## src/rtl/nand_seq_pkg.sv

```systemverilog
package nand_seq_pkg;

  localparam int BYTE_W = 8;

  typedef enum logic [1:0] {
    CYC_CMD  = 2'd0,
    CYC_ADDR = 2'd1,
    CYC_WR   = 2'd2,
    CYC_RD   = 2'd3
  } cyc_kind_e;

  // Segments of a bus cycle; command/address cycles walk LEAD..HOLD,
  // data cycles spend a single period in BYTE.
  typedef enum logic [2:0] {
    SEG_IDLE   = 3'd0,
    SEG_LEAD   = 3'd1,
    SEG_SETUP  = 3'd2,
    SEG_STROBE = 3'd3,
    SEG_HOLD   = 3'd4,
    SEG_BYTE   = 3'd5
  } seg_e;

  typedef struct packed {
    cyc_kind_e         kind;
    logic              ext;
    logic [BYTE_W-1:0] data;
  } cyc_req_t;

endpackage

```

## src/rtl/nseq_sub_counter.sv

```systemverilog
module nseq_sub_counter #(
  parameter int CNT_W = 5
) (
  input  logic             clk,
  input  logic             rst_n,
  input  logic             restart,
  output logic [CNT_W-1:0] cnt
);

  logic [CNT_W-1:0] cnt_n;

  always_comb begin
    if (restart) cnt_n = '0;
    else         cnt_n = cnt + CNT_W'(1);
  end

  always_ff @(posedge clk or negedge rst_n) begin
    if (!rst_n) cnt <= '0;
    else        cnt <= cnt_n;
  end

endmodule

```

## src/rtl/nseq_ctl.sv

```systemverilog
module nseq_ctl
  import nand_seq_pkg::*;
#(
  parameter int SUBPH         = 4,
  parameter int LEAD_P        = 1,
  parameter int FAST_SETUP_P  = 0,
  parameter int FAST_STROBE_P = 1,
  parameter int FAST_HOLD_P   = 1,
  parameter int EXT_SETUP_P   = 1,
  parameter int EXT_STROBE_P  = 2,
  parameter int EXT_HOLD_P    = 2,
  parameter int CNT_W         = 6
) (
  input  logic              clk,
  input  logic              rst_n,
  input  logic              req_valid,
  input  cyc_kind_e         req_kind,
  input  logic [BYTE_W-1:0] req_byte,
  input  logic              cfg_ext,
  input  logic [CNT_W-1:0]  cnt,
  output logic              req_ready,
  output logic              restart,
  output seg_e              seg,
  output cyc_req_t          cur
);

  seg_e     seg_n;
  cyc_req_t cur_n;
  logic     seg_last;
  logic     accept;
  logic     data_req;

  // Length of a segment in clk cycles for the profile latched with the cycle.
  function automatic int seg_clks(seg_e s, logic ext);
    int len;
    case (s)
      SEG_LEAD:   len = LEAD_P * SUBPH;
      SEG_SETUP:  len = (ext ? EXT_SETUP_P  : FAST_SETUP_P)  * SUBPH;
      SEG_STROBE: len = (ext ? EXT_STROBE_P : FAST_STROBE_P) * SUBPH;
      SEG_HOLD:   len = (ext ? EXT_HOLD_P   : FAST_HOLD_P)   * SUBPH;
      SEG_BYTE:   len = SUBPH;
      default:    len = 1;
    endcase
    return len;
  endfunction

  // Next-state process
  always_comb begin
    seg_last  = (int'(cnt) == seg_clks(seg, cur.ext) - 1);
    req_ready = (seg == SEG_IDLE) ||
                (seg_last && ((seg == SEG_HOLD) || (seg == SEG_BYTE)));
    accept    = req_ready && req_valid;
    data_req  = (req_kind == CYC_WR) || (req_kind == CYC_RD);
    seg_n     = seg;
    cur_n     = cur;

    case (seg)
      SEG_LEAD: begin
        if (seg_last)
          seg_n = (seg_clks(SEG_SETUP, cur.ext) == 0) ? SEG_STROBE : SEG_SETUP;
      end
      SEG_SETUP: begin
        if (seg_last) seg_n = SEG_STROBE;
      end
      SEG_STROBE: begin
        if (seg_last) seg_n = SEG_HOLD;
      end
      SEG_HOLD, SEG_BYTE: begin
        if (seg_last) seg_n = SEG_IDLE;
      end
      default: seg_n = SEG_IDLE;
    endcase

    if (accept) begin
      seg_n      = data_req ? SEG_BYTE : SEG_LEAD;
      cur_n.kind = req_kind;
      cur_n.ext  = cfg_ext;
      cur_n.data = req_byte;
    end

    restart = (seg == SEG_IDLE) || seg_last;
  end

  // Register process
  always_ff @(posedge clk or negedge rst_n) begin
    if (!rst_n) begin
      seg <= SEG_IDLE;
      cur <= '{kind: CYC_CMD, ext: 1'b0, data: '0};
    end else begin
      seg <= seg_n;
      if (accept) cur <= cur_n;
    end
  end

endmodule

```

## src/rtl/nseq_pins.sv

```systemverilog
module nseq_pins
  import nand_seq_pkg::*;
#(
  parameter int SUBPH = 4,
  parameter int CNT_W = 6
) (
  input  logic              clk,
  input  logic              rst_n,
  input  seg_e              seg,
  input  cyc_req_t          cur,
  input  logic [CNT_W-1:0]  cnt,
  input  logic [BYTE_W-1:0] io_in,
  output logic              cmd_latch,
  output logic              addr_latch,
  output logic              wr_strobe_n,
  output logic              rd_strobe_n,
  output logic              io_oe,
  output logic [BYTE_W-1:0] io_out,
  output logic              rd_valid,
  output logic [BYTE_W-1:0] rd_data
);

  localparam int QTR       = SUBPH / 4;
  localparam int HALF      = SUBPH / 2;
  localparam int LOW_FIRST = QTR;
  localparam int LOW_LAST  = QTR + HALF - 1;

  logic in_ca;
  logic byte_low;
  logic capture;
  logic rd_valid_n;

  always_comb begin
    in_ca    = (seg == SEG_LEAD) || (seg == SEG_SETUP) ||
               (seg == SEG_STROBE) || (seg == SEG_HOLD);
    byte_low = (seg == SEG_BYTE) &&
               (int'(cnt) >= LOW_FIRST) && (int'(cnt) <= LOW_LAST);

    cmd_latch   = in_ca && (cur.kind == CYC_CMD);
    addr_latch  = in_ca && (cur.kind == CYC_ADDR);
    wr_strobe_n = !((seg == SEG_STROBE) || (byte_low && (cur.kind == CYC_WR)));
    rd_strobe_n = !(byte_low && (cur.kind == CYC_RD));
    io_oe       = (seg == SEG_SETUP) || (seg == SEG_STROBE) || (seg == SEG_HOLD) ||
                  ((seg == SEG_BYTE) && (cur.kind == CYC_WR));
    io_out      = cur.data;

    // Sample on the edge where the read strobe rises.
    capture     = (seg == SEG_BYTE) && (cur.kind == CYC_RD) && (int'(cnt) == LOW_LAST);
    rd_valid_n  = capture;
  end

  always_ff @(posedge clk or negedge rst_n) begin
    if (!rst_n) begin
      rd_valid <= 1'b0;
      rd_data  <= '0;
    end else begin
      rd_valid <= rd_valid_n;
      if (capture) rd_data <= io_in;
    end
  end

endmodule

```

## src/rtl/nand_cycle_seq.sv

```systemverilog
module nand_cycle_seq
  import nand_seq_pkg::*;
#(
  parameter int SUBPH         = 4,
  parameter int LEAD_P        = 1,
  parameter int FAST_SETUP_P  = 0,
  parameter int FAST_STROBE_P = 1,
  parameter int FAST_HOLD_P   = 1,
  parameter int EXT_SETUP_P   = 1,
  parameter int EXT_STROBE_P  = 2,
  parameter int EXT_HOLD_P    = 2,
  parameter int SYNC_STAGES   = 2
) (
  input  logic              clk,
  input  logic              rst_n,
  input  logic              cfg_ext,
  input  logic              req_valid,
  output logic              req_ready,
  input  logic [1:0]        req_kind,
  input  logic [BYTE_W-1:0] req_byte,
  output logic              rd_valid,
  output logic [BYTE_W-1:0] rd_data,
  output logic              cmd_latch,
  output logic              addr_latch,
  output logic              wr_strobe_n,
  output logic              rd_strobe_n,
  output logic [BYTE_W-1:0] io_out,
  output logic              io_oe,
  input  logic [BYTE_W-1:0] io_in
);

  localparam int SPAN  = (LEAD_P + FAST_SETUP_P + FAST_STROBE_P + FAST_HOLD_P +
                          EXT_SETUP_P + EXT_STROBE_P + EXT_HOLD_P + 1) * SUBPH;
  localparam int CNT_W = $clog2(SPAN + 1);

  // Reset: asserted asynchronously, released through a synchronizer.
  logic [SYNC_STAGES-1:0] rst_pipe;
  logic                   rst_core_n;

  always_ff @(posedge clk or negedge rst_n) begin
    if (!rst_n) rst_pipe <= '0;
    else        rst_pipe <= {rst_pipe[SYNC_STAGES-2:0], 1'b1};
  end
  assign rst_core_n = rst_pipe[SYNC_STAGES-1];

  logic             restart;
  logic [CNT_W-1:0] cnt;
  seg_e             seg;
  cyc_req_t         cur;

  nseq_sub_counter #(.CNT_W(CNT_W)) u_cnt (
    .clk     (clk),
    .rst_n   (rst_core_n),
    .restart (restart),
    .cnt     (cnt)
  );

  nseq_ctl #(
    .SUBPH         (SUBPH),
    .LEAD_P        (LEAD_P),
    .FAST_SETUP_P  (FAST_SETUP_P),
    .FAST_STROBE_P (FAST_STROBE_P),
    .FAST_HOLD_P   (FAST_HOLD_P),
    .EXT_SETUP_P   (EXT_SETUP_P),
    .EXT_STROBE_P  (EXT_STROBE_P),
    .EXT_HOLD_P    (EXT_HOLD_P),
    .CNT_W         (CNT_W)
  ) u_ctl (
    .clk       (clk),
    .rst_n     (rst_core_n),
    .req_valid (req_valid),
    .req_kind  (cyc_kind_e'(req_kind)),
    .req_byte  (req_byte),
    .cfg_ext   (cfg_ext),
    .cnt       (cnt),
    .req_ready (req_ready),
    .restart   (restart),
    .seg       (seg),
    .cur       (cur)
  );

  nseq_pins #(.SUBPH(SUBPH), .CNT_W(CNT_W)) u_pins (
    .clk         (clk),
    .rst_n       (rst_core_n),
    .seg         (seg),
    .cur         (cur),
    .cnt         (cnt),
    .io_in       (io_in),
    .cmd_latch   (cmd_latch),
    .addr_latch  (addr_latch),
    .wr_strobe_n (wr_strobe_n),
    .rd_strobe_n (rd_strobe_n),
    .io_oe       (io_oe),
    .io_out      (io_out),
    .rd_valid    (rd_valid),
    .rd_data     (rd_data)
  );

endmodule

```

## config.mk

```make
export PLATFORM = sky130hd
export DESIGN_NAME = nand_cycle_seq
export DESIGN_NICKNAME = d
export VERILOG_FILES = /design/src/rtl/nand_seq_pkg.sv /design/src/rtl/nseq_sub_counter.sv /design/src/rtl/nseq_ctl.sv /design/src/rtl/nseq_pins.sv /design/src/rtl/nand_cycle_seq.sv
export SDC_FILE = /design/constraint.sdc
export NUM_CORES = 1
export LEC_CHECK = 0
export BUFFER_PORTS_ARGS = -buffer_cell sky130_fd_sc_hd__clkbuf_2
export CAP_MARGIN = 40
export CORE_ASPECT_RATIO = 0.9
export CORE_MARGIN = 5
export CORE_UTILIZATION = 45
export DETAILED_ROUTE_END_ITERATION = 7
export GPL_ROUTABILITY_DRIVEN = 1
export PLACE_DENSITY_LB_ADDON = 0.1
export SYNTH_ARGS = -nofsm -noshare
export SYNTH_HDL_FRONTEND = slang
export SYNTH_HIERARCHICAL = 1
export SYNTH_SLANG_ARGS = --single-unit
```

## constraint.sdc

```tcl
create_clock -name clk -period 4.1 [get_ports clk]
set_input_delay 0.205 -clock clk [delete_from_list [all_inputs] [get_ports clk]]
set_output_delay 0.205 -clock clk [all_outputs]
set_load 0.05 [all_outputs]
```

# Word level (Yosys, flattened, before mapping)
# Index checks and enable logic that the tools add are counted.
dict set report totals {
  in_bits 22
  elab_cells 73
  out_inout_bits 23
  regBits 31
}
dict set report op_classes {
  n_eq_ne 16
  muxes 14
  n_reduce_logical 31
  order_cmp 2
  addsub 2
}
# op count
set ops {}
lappend ops {{$pmux W32 S3} 1}
lappend ops {{$mux W32} 2}
lappend ops {{$eq A7 B32 Y1} 1}
lappend ops {{$logic_not A32 Y1} 1}
lappend ops {{$sub A32 B2 Y32 const B} 1}
lappend ops {{$mux W3} 6}
lappend ops {{$ne A3 B1 Y1 const B} 4}
lappend ops {{$pmux W3 S4} 1}
lappend ops {{$logic_and A1 B1 Y1} 11}
lappend ops {{$logic_or A1 B1 Y1} 11}
lappend ops {{$eq A2 B2 Y1 const B} 4}
lappend ops {{$add A6 B1 Y6 const B} 1}
lappend ops {{$eq A3 B2 Y1 const B} 2}
lappend ops {{$eq A3 B3 Y1 const B} 2}
lappend ops {{$eq A6 B3 Y1 const B} 1}
lappend ops {{$ge A6 B1 Y1 const B} 1}
lappend ops {{$le A6 B2 Y1 const B} 1}
lappend ops {{$mux W6} 1}
lappend ops {{$reduce_or A2 Y1} 3}
lappend ops {{$reduce_and A4 Y1} 1}
lappend ops {{$eq A3 B1 Y1 const B} 1}
lappend ops {{$logic_not A3 Y1} 1}
lappend ops {{$eq A2 B1 Y1 const B} 1}
lappend ops {{$logic_not A1 Y1} 2}
lappend ops {{3 further kinds} 4}

# Logic depth before layout (Yosys ltp)
# Gate-level depths: netlist of the first run.
dict set report logic_depth {
  ltp_word 12
  mapped_depth 13
}

# Modules after synthesis
# Netlist of the first run, hierarchy kept.
# module instances cells_each area_per_inst_um2
set modules_own_cells {}
lappend modules_own_cells {nseq_ctl 1 70 864.6}
lappend modules_own_cells {nseq_pins 1 42 499.2}
lappend modules_own_cells {nseq_sub_counter 1 22 261.5}
lappend modules_own_cells {nand_cycle_seq 1 3 53.8}

# Worst setup path after synthesis of the first run
# Ideal clock, no wire load.
dict set report synth_path {
  kind {register to output}
  startpoint {reg u_ctl.seg[0]}
  endpoint {out req_ready}
  arrival_ns 3.042
  n_path_buf 2
  path_stages_with_launch 13
  slack_ns 0.853
  required_ns 3.895
  cell_sequence {dfrtp_1 -> buf_6 -> nor4b_1 -> nor3_1 -> inv_1 -> ha_1 -> xnor2_1 -> nor4_1 -> o21ai_1 -> or3_1 -> buf_6 -> mux2i_1 -> nor2b_1}
}
dict set report synth_between {
  elab_chain_cells 7
  word_cells_on_any_way 14
  cone_classes {add/sub (1); eq/ne (6); mux (1); reduce/logical (6)}
}
# element line
set synth_rtl {}
lappend synth_rtl {{start, declared} nseq_ctl.sv:23} ;# output seg_e seg,
lappend synth_rtl {{start signal, assigned} nseq_ctl.sv:90} ;# seg <= seg_n;
lappend synth_rtl {{$eq A3 B1 Y1 (tied with other cells)} nseq_ctl.sv:36} ;# case (s)
lappend synth_rtl {{$reduce_or A2 Y1 (no line)} n/a}
lappend synth_rtl {{$pmux W32 S3} nseq_ctl.sv:36}
lappend synth_rtl {{$sub A32 B2 Y32} nseq_ctl.sv:49} ;# seg_last = (int'(cnt) == seg_clks(seg, cur.ext) - 1);
lappend synth_rtl {{$eq A7 B32 Y1} nseq_ctl.sv:49}
lappend synth_rtl {{$logic_and A1 B1 Y1} nseq_ctl.sv:51} ;# (seg_last && ((seg == SEG_HOLD) || (seg == SEG_BYTE)));
lappend synth_rtl {{$logic_or A1 B1 Y1 *} nseq_ctl.sv:50} ;# req_ready = (seg == SEG_IDLE) ||
lappend synth_rtl {{end, declared} nand_cycle_seq.sv:18} ;# output logic req_ready,
# Every way passes the cells marked *; elsewhere a longest branch is shown, timed or not.

# Worst setup path after layout of the first run
dict set report layout_path {
  startpoint {reg u_ctl.seg[1]}
  endpoint {out req_ready}
}
# Same word-level chain as after synthesis.

==> results of run 1 <==
## per-stage QoR
step	util [%]	hold slack, ps	instance area (um^2)	instances	total power [mW]
after floorplan	-	-90.6	1680	137	1.42
after global placement	50.9	-8.48	1860	216	1.51
after detailed placement	50.9	-7.14	1860	216	1.53
after CTS	54.4	72.6	1990	225	1.84
after global routing	54.4	99.0	1990	225	1.93
final	54.4	67.1	1990	225	1.82
## area by class of cell
class	instances	area share, %
multi-input cells	87	38.6
clock buffers	6	4.16
flip-flops and latches	31	39.1
repair buffers	47	12.4
clock inverters	2	1.76
well taps	46	2.90
inverters	6	1.13
## power breakdown
part	switching [mW]	total, mW	internal (mW)
Combinational	0.613	0.950	0.337
Sequential	0.137	0.569	0.432
Clock	0.106	0.302	0.196
Total	0.856	1.82	0.966
## cell usage in the layout (no fill, tap or decap), drive strengths merged, types with 3 or more instances in the layout
master,count
nor4,3
a21oi,3
clkbuf,50
nand2,6
dfrtp,31
nor2b,3
xnor2,5
nor2,11
nor3,4
mux2,22
inv,6
## cells by family (layout without fill, tap and decap cells)
kind of cell | after synthesis | count (layout) | share of synthesized area [%]
compound gates | 13 | 13 | 6.86
xor+xnor | 7 | 7 | 3.65
fa+ha+maj | 2 | 2 | 1.49
buf+inv | 19 | 61 | 8.12
flops | 31 | 31 | 46.2
mux | 23 | 23 | 17.6
other cells | 1 | 1 | 0.223
simple gates | 41 | 41 | 15.9
## repair_timing
action / 4_1_cts / 5_1_grt
hold buffers: 1 / 0
hold endpoints to repair: 2 / 0
resized for setup: 0 / 0
## sequential cells by signal, indices dropped and copies added, names as in the netlist
| register | flops |
|---|---|
| u_ctl/cur | 11 |
| u_pins/rd_valid | 1 |
| u_pins/rd_data | 8 |
| u_cnt/cnt | 6 |
| rst_pipe | 2 |
| u_ctl/seg | 3 |
## metal layers
layer	vias up	GRT usage (%)
met5	-	0
met4	0	5.33
met3	5	5.14
met2	24	23.0
met1	570	14.9
li1	555	-
## how the worst min path moves through the flow
stage / startpoint / endpoint / slack, ps / cells after the start
floorplan: rst_n / rst_pipe[0]$_DFF_PN0_ / -90 / 0
global placement: rst_n / rst_pipe[0]$_DFF_PN0_ / -8 / 1
detailed placement: rst_n / rst_pipe[0]$_DFF_PN0_ / -7 / 1
CTS: rst_pipe[1]$_DFF_PN0_ / u_pins/rd_data[3]$_DFFE_PN0P_ / 70 / 0
global route: rst_pipe[1]$_DFF_PN0_ / u_pins/rd_data[3]$_DFFE_PN0P_ / 100 / 0
finish: rst_pipe[1]$_DFF_PN0_ / u_pins/rd_data[3]$_DFFE_PN0P_ / 70 / 0
==> flow_summary.json, run 1 <==
{
  "dp_slack_ps": 562,
  "wl_per_cell_um": 13.8,
  "hold_path.class": "reg2async",
  "firstDrtPassIters": 4,
  "worstSetupEndpointType": "primary output",
  "p_leak_nw": 0.981,
  "synth-seq-area-share_pct": 46.2,
  "fin_crit_sh_pct": 88.8,
  "async_reset_ff_share_pct": 100,
  "slew_viol_final": 0,
  "syn_area_um2": 1680,
  "synth_flop_cell": "dfrtp_1",
  "cp-startpoint": "u_ctl/seg[1]$_DFFE_PN0P_",
  "r2r_slack_ps": 540,
  "grt_max_degree": 26,
  "fill_cells": 324,
  "highest_layer": "met4",
  "start_util_pct": 46.0,
  "path_class": "reg2out",
  "drt_wl_total_um": 3110,
  "yosys.area.top_type": "dfrtp_1",
  "cp_slowest_stage_delay_ps": 670,
  "vias": 1154,
  "synth_most_common_cell": "dfrtp_1",
  "wl_met3_um": 225,
  "grt_pass1_wl_um": 5140,
  "drive_gt1_share_pct": 49.2,
  "seqCellArea_um2": 776,
  "postCtsSetupRepairBufs": 0,
  "die_x_um": 74.4,
  "ioPinCount": 45,
  "core_um2": 3650,
  "fin_tns_setup_ps": 0,
  "timing.rr.end": "u_ctl/cur[2]$_DFFE_PN0P_",
  "area_growth_pct": 18.3,
  "synth_seq_cells": 31,
  "setup_ws_ps": 461,
  "htree_levels": 2,
  "crit_chain": "and4bb_2 -> nor3_1 -> inv_1 -> ha_1 -> xnor2_1 -> nor4_1 -> o21ai_1 -> or3_1 -> mux2i_1 -> nor2b_1 -> clkbuf_2",
  "grt-ovfl-total": 0,
  "min_period_ps": 3640,
  "cpMaxStageDelayCell": "dfrtp_1",
  "clkLatencyLatePin_ps": 280,
  "cts_tree": "done",
  "ff2ff_path_depth": 11,
  "synth.area.top_cells": "dfrtp_1 46%, mux2_4 8.9%, mux2_2 8.0%",
  "drtIter0Drc": 23,
  "multi_input_area_um2": 767,
  "cts_root_buf": "clkbuf_8",
  "critPathBufInv": 2,
  "viasPerCell": 5.13,
  "yosys_warnings": 6,
  "nets": 202,
  "setup_viol": 0,
  "clock_path_buffers": 2,
  "wl_met2_um": 1610,
  "cts_made_buffers": 5,
  "synth_edf_count": 0,
  "cap_violations": 0,
  "rr_startpoint": "u_ctl/seg[1]$_DFFE_PN0P_",
  "detail-route-antenna-nets": 0,
  "wirelength_met1_um": 1230,
  "synth_common_cells": "31 x dfrtp_1, 12 x mux2_2, 11 x nor2_1, 10 x mux2_4, 8 x buf_4",
  "grt_usage_pct": 13.4,
  "fmax_mhz": 275,
  "ir_worst_vdd_v": 0.000388,
  "fp.dieH_um": 68.0,
  "clk_pin_slew_ps": 60,
  "relSlewSlack_pct": 62.3,
  "power.density_nw_per_um2": 918,
  "cp-start-kind": "flip-flop",
  "hpwlAfterDp_um": 2410,
  "globalplace.congestion": 0.808,
  "synthCells": 137,
  "tightest_slew_ps": 561,
  "cp.required_ps": 3890,
  "diodes": 0,
  "path_depth": 11,
  "synth_cell_types": 45,
  "clock_skew_ps": 4.06,
  "drc_errors": 0,
  "first_global_vias": 1169,
  "crit_fanout": 18,
  "critPathTopFamily": "simple AND/OR/NAND/NOR gates",
  "status": "finished, final reports clean",
  "arrival_ps": 3430,
  "cp-endpoint": "req_ready",
  "syn_nets": 161,
  "antenna_found_initial": 0,
  "syn_avg_cell_area_um2": 12.3,
  "yosys.area.top_type_share_pct": 46.2,
  "grt_setup_unrepaired": "false",
  "finalHoldViolations": 0,
  "rows": 21,
  "clock_sinks": 31,
  "die_area_um2": 5050,
  "numPortBuffers": 44
}
(Power assumes the default switching activity.)
==> inputs of run 2 (changes only) <==
- REMOVE_ABC_BUFFERS: default -> 1
- clock period: 4.1 -> 4.4 ns (I/O delays scaled with it)
==> flow_summary.json, run 2 (synthesis results as in run 1) <==
{
  "status": "finished, final reports clean",
  "hpwlAfterDp_um": 2440,
  "core_um2": 3650,
  "cap_violations": 0,
  "ctsHoldBuffers": 1,
  "crit_chain": "and4bb_2 -> nor3_1 -> inv_1 -> ha_1 -> xnor2_1 -> nor4_1 -> o21ai_1 -> or3_1 -> mux2i_1 -> nor2b_1 -> clkbuf_2",
  "clock_skew_ps": 4.06,
  "detail-route-antenna-nets": 0,
  "fin_crit_sh_pct": 83.4,
  "finalHoldViolations": 0,
  "area_growth_pct": 18.4,
  "wl_per_cell_um": 14.0,
  "cts_tree": "done",
  "power.density_nw_per_um2": 836,
  "tightest_slew_ps": 596,
  "critPathTopFamily": "simple AND/OR/NAND/NOR gates",
  "drt_wl_total_um": 3140,
  "top_register": "u_ctl/cur",
  "dpl-instance-area_um2": 1880,
  "final_cells": 225,
  "setup_viol": 0,
  "critPathBufInv": 2,
  "grt_usage_pct": 15.0,
  "cp_slowest_stage_delay_ps": 680,
  "final_common_cell": "clkbuf_2",
  "dp_cells": 216,
  "diodes": 0,
  "grt_max_degree": 19,
  "worstSetupEndpointType": "primary output",
  "cp-startpoint": "u_ctl/seg[1]$_DFFE_PN0P_",
  "final_cell_area_um2": 1990,
  "clk_pin_slew_ps": 60,
  "nets": 202,
  "cp-start-kind": "flip-flop",
  "viasPerCell": 5.15,
  "fp.dieH_um": 68.0,
  "path_class": "reg2out",
  "ir_worst_vdd_v": 0.000416,
  "htree_levels": 2,
  "cts_made_buffers": 5,
  "relSlewSlack_pct": 60.0,
  "fmax_mhz": 273,
  "vias": 1158,
  "arrival_ps": 3450,
  "clock_path_buffers": 2,
  "grt_pass1_wl_um": 5640,
  "hold_path.class": "in2reg",
  "die_x_um": 74.4,
  "fin_tns_setup_ps": 0,
  "postCtsSetupRepairBufs": 0,
  "drc_errors": 0,
  "start_util_pct": 46.0,
  "largestRegisters": "u_ctl/cur: 11 flops, u_pins/rd_data: 8 flops, u_cnt/cnt: 6 flops",
  "worstHoldStart": "req_byte[4]",
  "largest_reg_flops": 11,
  "antenna_found_initial": 0,
  "cts_resized": 0,
  "die_area_um2": 5050,
  "numPortBuffers": 44,
  "clkLatencyLatePin_ps": 280,
  "rows": 21,
  "drtIter0Drc": 54,
  "cts_root_buf": "clkbuf_8",
  "cpMaxStageDelayCell": "dfrtp_1",
  "fill_cells": 311,
  "min_period_ps": 3670,
  "cp.required_ps": 4180,
  "most-common-layout-cells": "44 x clkbuf_2, 31 x dfrtp_1, 12 x mux2_2",
  "crit_fanout": 18,
  "grt_setup_unrepaired": "false",
  "drive_gt1_share_pct": 48.6,
  "ioPinCount": 45,
  "clock_sinks": 31,
  "firstDrtPassIters": 4,
  "rr_startpoint": "u_ctl/seg[1]$_DFFE_PN0P_",
  "grt-ovfl-total": 0,
  "slew_viol_final": 0,
  "first_global_vias": 1216,
  "p_leak_nw": 0.979,
  "globalplace.congestion": 0.861
}
-- run 2: cell types whose count changed in the layout (fill, tap and decap cells not counted), sizes merged --
cell    previous run  this run
clkbuf            50        52
bufinv             1         0
clkinv             1         0
-- run 2: worst paths after layout --
path,to,slack (ps),depth (start not counted)
max reg2reg,u_ctl/cur[2]$_DFFE_PN0P_,850,11
max,req_ready,730,11
min,u_ctl/cur[4]$_DFFE_PN0P_,170,2
min reg2reg,u_ctl/cur[1]$_DFFE_PN0P_,230,0
max in group asynchronous,u_pins/rd_valid$_DFF_PN0_,3700,1
min in group asynchronous,u_ctl/cur[1]$_DFFE_PN0P_,230,0
-- run 2: routing by layer --
layer  vias up  track usage, %  wire length, um
met5         -               0                0
met4         0            7.33               80
met3         7            5.87              222
met2        40            22.8             1440
met1       559            18.5             1390
li1        552               -                -
-- run 2: final cells by class --
class	count	area [um^2]	area share [%]
Sequential cell	31	776	39.0
Inverter	6	22.5	1.13
Timing Repair Buffer	47	265	13.3
Clock buffer	8	100	5.03
Tap cell	46	57.6	2.89
Multi-Input combinational cell	87	767	38.6
-- run 2: worst register-to-register path: stages, from the launching register on --
cell      delay [ps]
dfrtp_1          680
and4bb_2         310
nor3_1           270
inv_1             80
ha_1             290
xnor2_1          120
nor4_1           190
o21ai_1          130
or3_1            500
o41ai_4          240
buf_4            270
mux2_2           360
-- run 2: metrics by stage --
stage	setup slack [ps]	util (%)	hold slack [ps]	power, mW
floorplan	887	-	-75.6	1.23
global placement	1000	50.7	7.46	1.41
detailed placement	811	51.4	11.8	1.43
CTS	694	54.4	161	1.68
global route	410	54.4	160	1.77
finish	731	54.4	168	1.66
-- run 2: where the power goes --
group	leakage (nW)	internal [mW]	total (mW)	switching, mW
registers	0.390	0.403	0.535	0.132
logic	0.537	0.316	0.886	0.570
clock network	0.0515	0.143	0.241	0.0989
==> inputs of run 3 (changes only) <==
- clock period: 4.4 -> 3.4 ns (I/O delays scaled with it)
==> flow_summary.json, run 3 (synthesis results as in run 1) <==
{
  "status": "finished, final reports clean",
  "clk_pin_slew_ps": 60,
  "worstSetupEndpointType": "primary output",
  "grt_max_degree": 18,
  "cts_tree": "done",
  "power.density_nw_per_um2": 1130,
  "critPathBufInv": 3,
  "min_period_ps": 3250,
  "clock_sinks": 31,
  "core_um2": 3650,
  "largest_reg_flops": 11,
  "cts_root_buf": "clkbuf_8",
  "path_class": "reg2out",
  "grt-ovfl-total": 0,
  "globalplace.congestion": 0.787,
  "hold_slack_ps": 118,
  "finalHoldViolations": 0,
  "drc_errors": 0,
  "nets": 206,
  "grt_util_met1_pct": 18.8,
  "p_leak_nw": 1.01,
  "firstDrtPassIters": 4,
  "first_global_vias": 1190,
  "grt_usage_pct": 14.4,
  "crit_fanout": 5,
  "start_util_pct": 46.0,
  "arrival_ps": 3080,
  "htree_levels": 2,
  "setup_ws_ps": 149,
  "drtIter0Drc": 57,
  "cp-start-kind": "flip-flop",
  "clock_skew_ps": 1.91,
  "cpMostUsedCell": "buf_4",
  "cts_made_buffers": 5,
  "crit_chain": "and4bb_2 -> nor3_2 -> inv_1 -> ha_1 -> xnor2_1 -> nor4_1 -> o21ai_1 -> or3_1 -> buf_4 -> mux2i_1 -> nor2b_1 -> buf_4",
  "area_growth_pct": 22.6,
  "diodes": 0,
  "final_common_cell": "clkbuf_2",
  "fill_cells": 314,
  "fmax_mhz": 308,
  "grt_setup_unrepaired": "false",
  "grt_pass1_wl_um": 5490,
  "most-common-layout-cells": "43 x clkbuf_2, 30 x dfrtp_1, 12 x mux2_2",
  "largestRegisters": "u_ctl/cur: 11 flops, u_pins/rd_data: 8 flops, u_cnt/cnt: 6 flops",
  "numPortBuffers": 44,
  "cap_violations": 0,
  "die_area_um2": 5050,
  "final_cells": 229,
  "met2_usage_pct": 21.4,
  "grt_busiest_layer": "met2",
  "drt_wl_total_um": 3240,
  "tightest_slew_ps": 573,
  "fin_crit_sh_pct": 95.6,
  "vias": 1163,
  "rows": 21,
  "multi_input_area_um2": 778,
  "fin_tns_setup_ps": 0,
  "cp.required_ps": 3230,
  "ioPinCount": 45,
  "critPathTopFamily": "simple AND/OR/NAND/NOR gates",
  "die_x_um": 74.4,
  "ir_worst_vdd_v": 0.000589,
  "dp_cells": 220,
  "hold_path.class": "in2reg",
  "detail-route-antenna-nets": 0,
  "cp_slowest_stage_delay_ps": 440,
  "antenna_found_initial": 0,
  "grt_util_met3_pct": 6.02,
  "hpwlAfterDp_um": 2430,
  "fp.dieH_um": 68.0,
  "viasPerCell": 5.08,
  "seqCellArea_um2": 777,
  "drive_gt1_share_pct": 51.4,
  "clkLatencyLatePin_ps": 280,
  "clock_path_buffers": 2,
  "dp_slack_ps": 184,
  "wl_per_cell_um": 14.2,
  "slew_viol_final": 0,
  "relSlewSlack_pct": 61.5,
  "cpMaxStageDelayCell": "dfrtp_1",
  "utilization_pct": 56.4,
  "setup_viol": 0,
  "top_register": "u_ctl/cur"
}
## run 3: cell type report
| cell class | instances | area share (%) |
|---|---|---|
| clock inverters | 2 | 2.92 |
| repair buffers | 51 | 14.1 |
| flip-flops and latches | 31 | 37.8 |
| inverters | 6 | 1.09 |
| well taps | 46 | 2.80 |
| clock buffers | 6 | 3.53 |
| multi-input cells | 87 | 37.8 |
## run 3: per-stage QoR
| step | power (mW) | cell area (um^2) |
|---|---|---|
| 6_report | 2.32 | 2060 |
| 3_3_place_gp | 1.86 | 1900 |
| 5_1_grt | 2.45 | 2060 |
| 2_1_floorplan | 1.59 | 1570 |
| 3_5_place_dp | 1.89 | 1900 |
| 4_1_cts | 2.34 | 2050 |
## run 3: final timing paths
check	startpoint	endpoint	slack, ps	depth (start not counted)
max	u_ctl/cur[8]$_DFFE_PN0P_	req_ready	150	12
min	req_byte[6]	u_ctl/cur[6]$_DFFE_PN0P_	120	2
max reg2reg	u_ctl/cur[8]$_DFFE_PN0P_	u_ctl/cur[2]$_DFFE_PN0P_	280	11
min reg2reg	rst_pipe[1]$_DFF_PN0_	u_ctl/cur[7]$_DFFE_PN0P_	210	0
max in group asynchronous	rst_pipe[1]$_DFF_PN0_	u_ctl/seg[2]$_DFFE_PN0P_	2540	1
min in group asynchronous	rst_n	rst_pipe[1]$_DFF_PN0_	200	2
## run 3: layer usage
layer | up-vias | part of all wire (%)
met2 | 44 | 47
met5 | - | 0
met3 | 2 | 7.5
met4 | 0 | 0.37
met1 | 559 | 45
li1 | 558 | -
## run 3: timing repair
item / 4_1_cts / 5_1_grt
setup endpoints to repair: 1 / 1
buffers inserted: 0 / 0
hold endpoints to repair: 2 / 0
hold buffers: 1 / 0
gates resized for setup: 2 / 3
## run 3: worst register-to-register path, delay by kind of cell (launching register included)
| kind | cells | cell delay [ps] |
|---|---|---|
| fa+ha+maj | 1 | 280 |
| xor+xnor | 1 | 120 |
| flops | 1 | 440 |
| mux | 1 | 340 |
| buf+inv | 2 | 270 |
| compound gates | 2 | 440 |
| simple gates | 4 | 1110 |
## run 3: power breakdown
part           switching, mW  total, mW  internal [mW]
Clock                  0.134      0.427          0.293
Combinational          0.779       1.22          0.444
Sequential             0.144      0.667          0.523
Total                   1.06       2.32           1.26
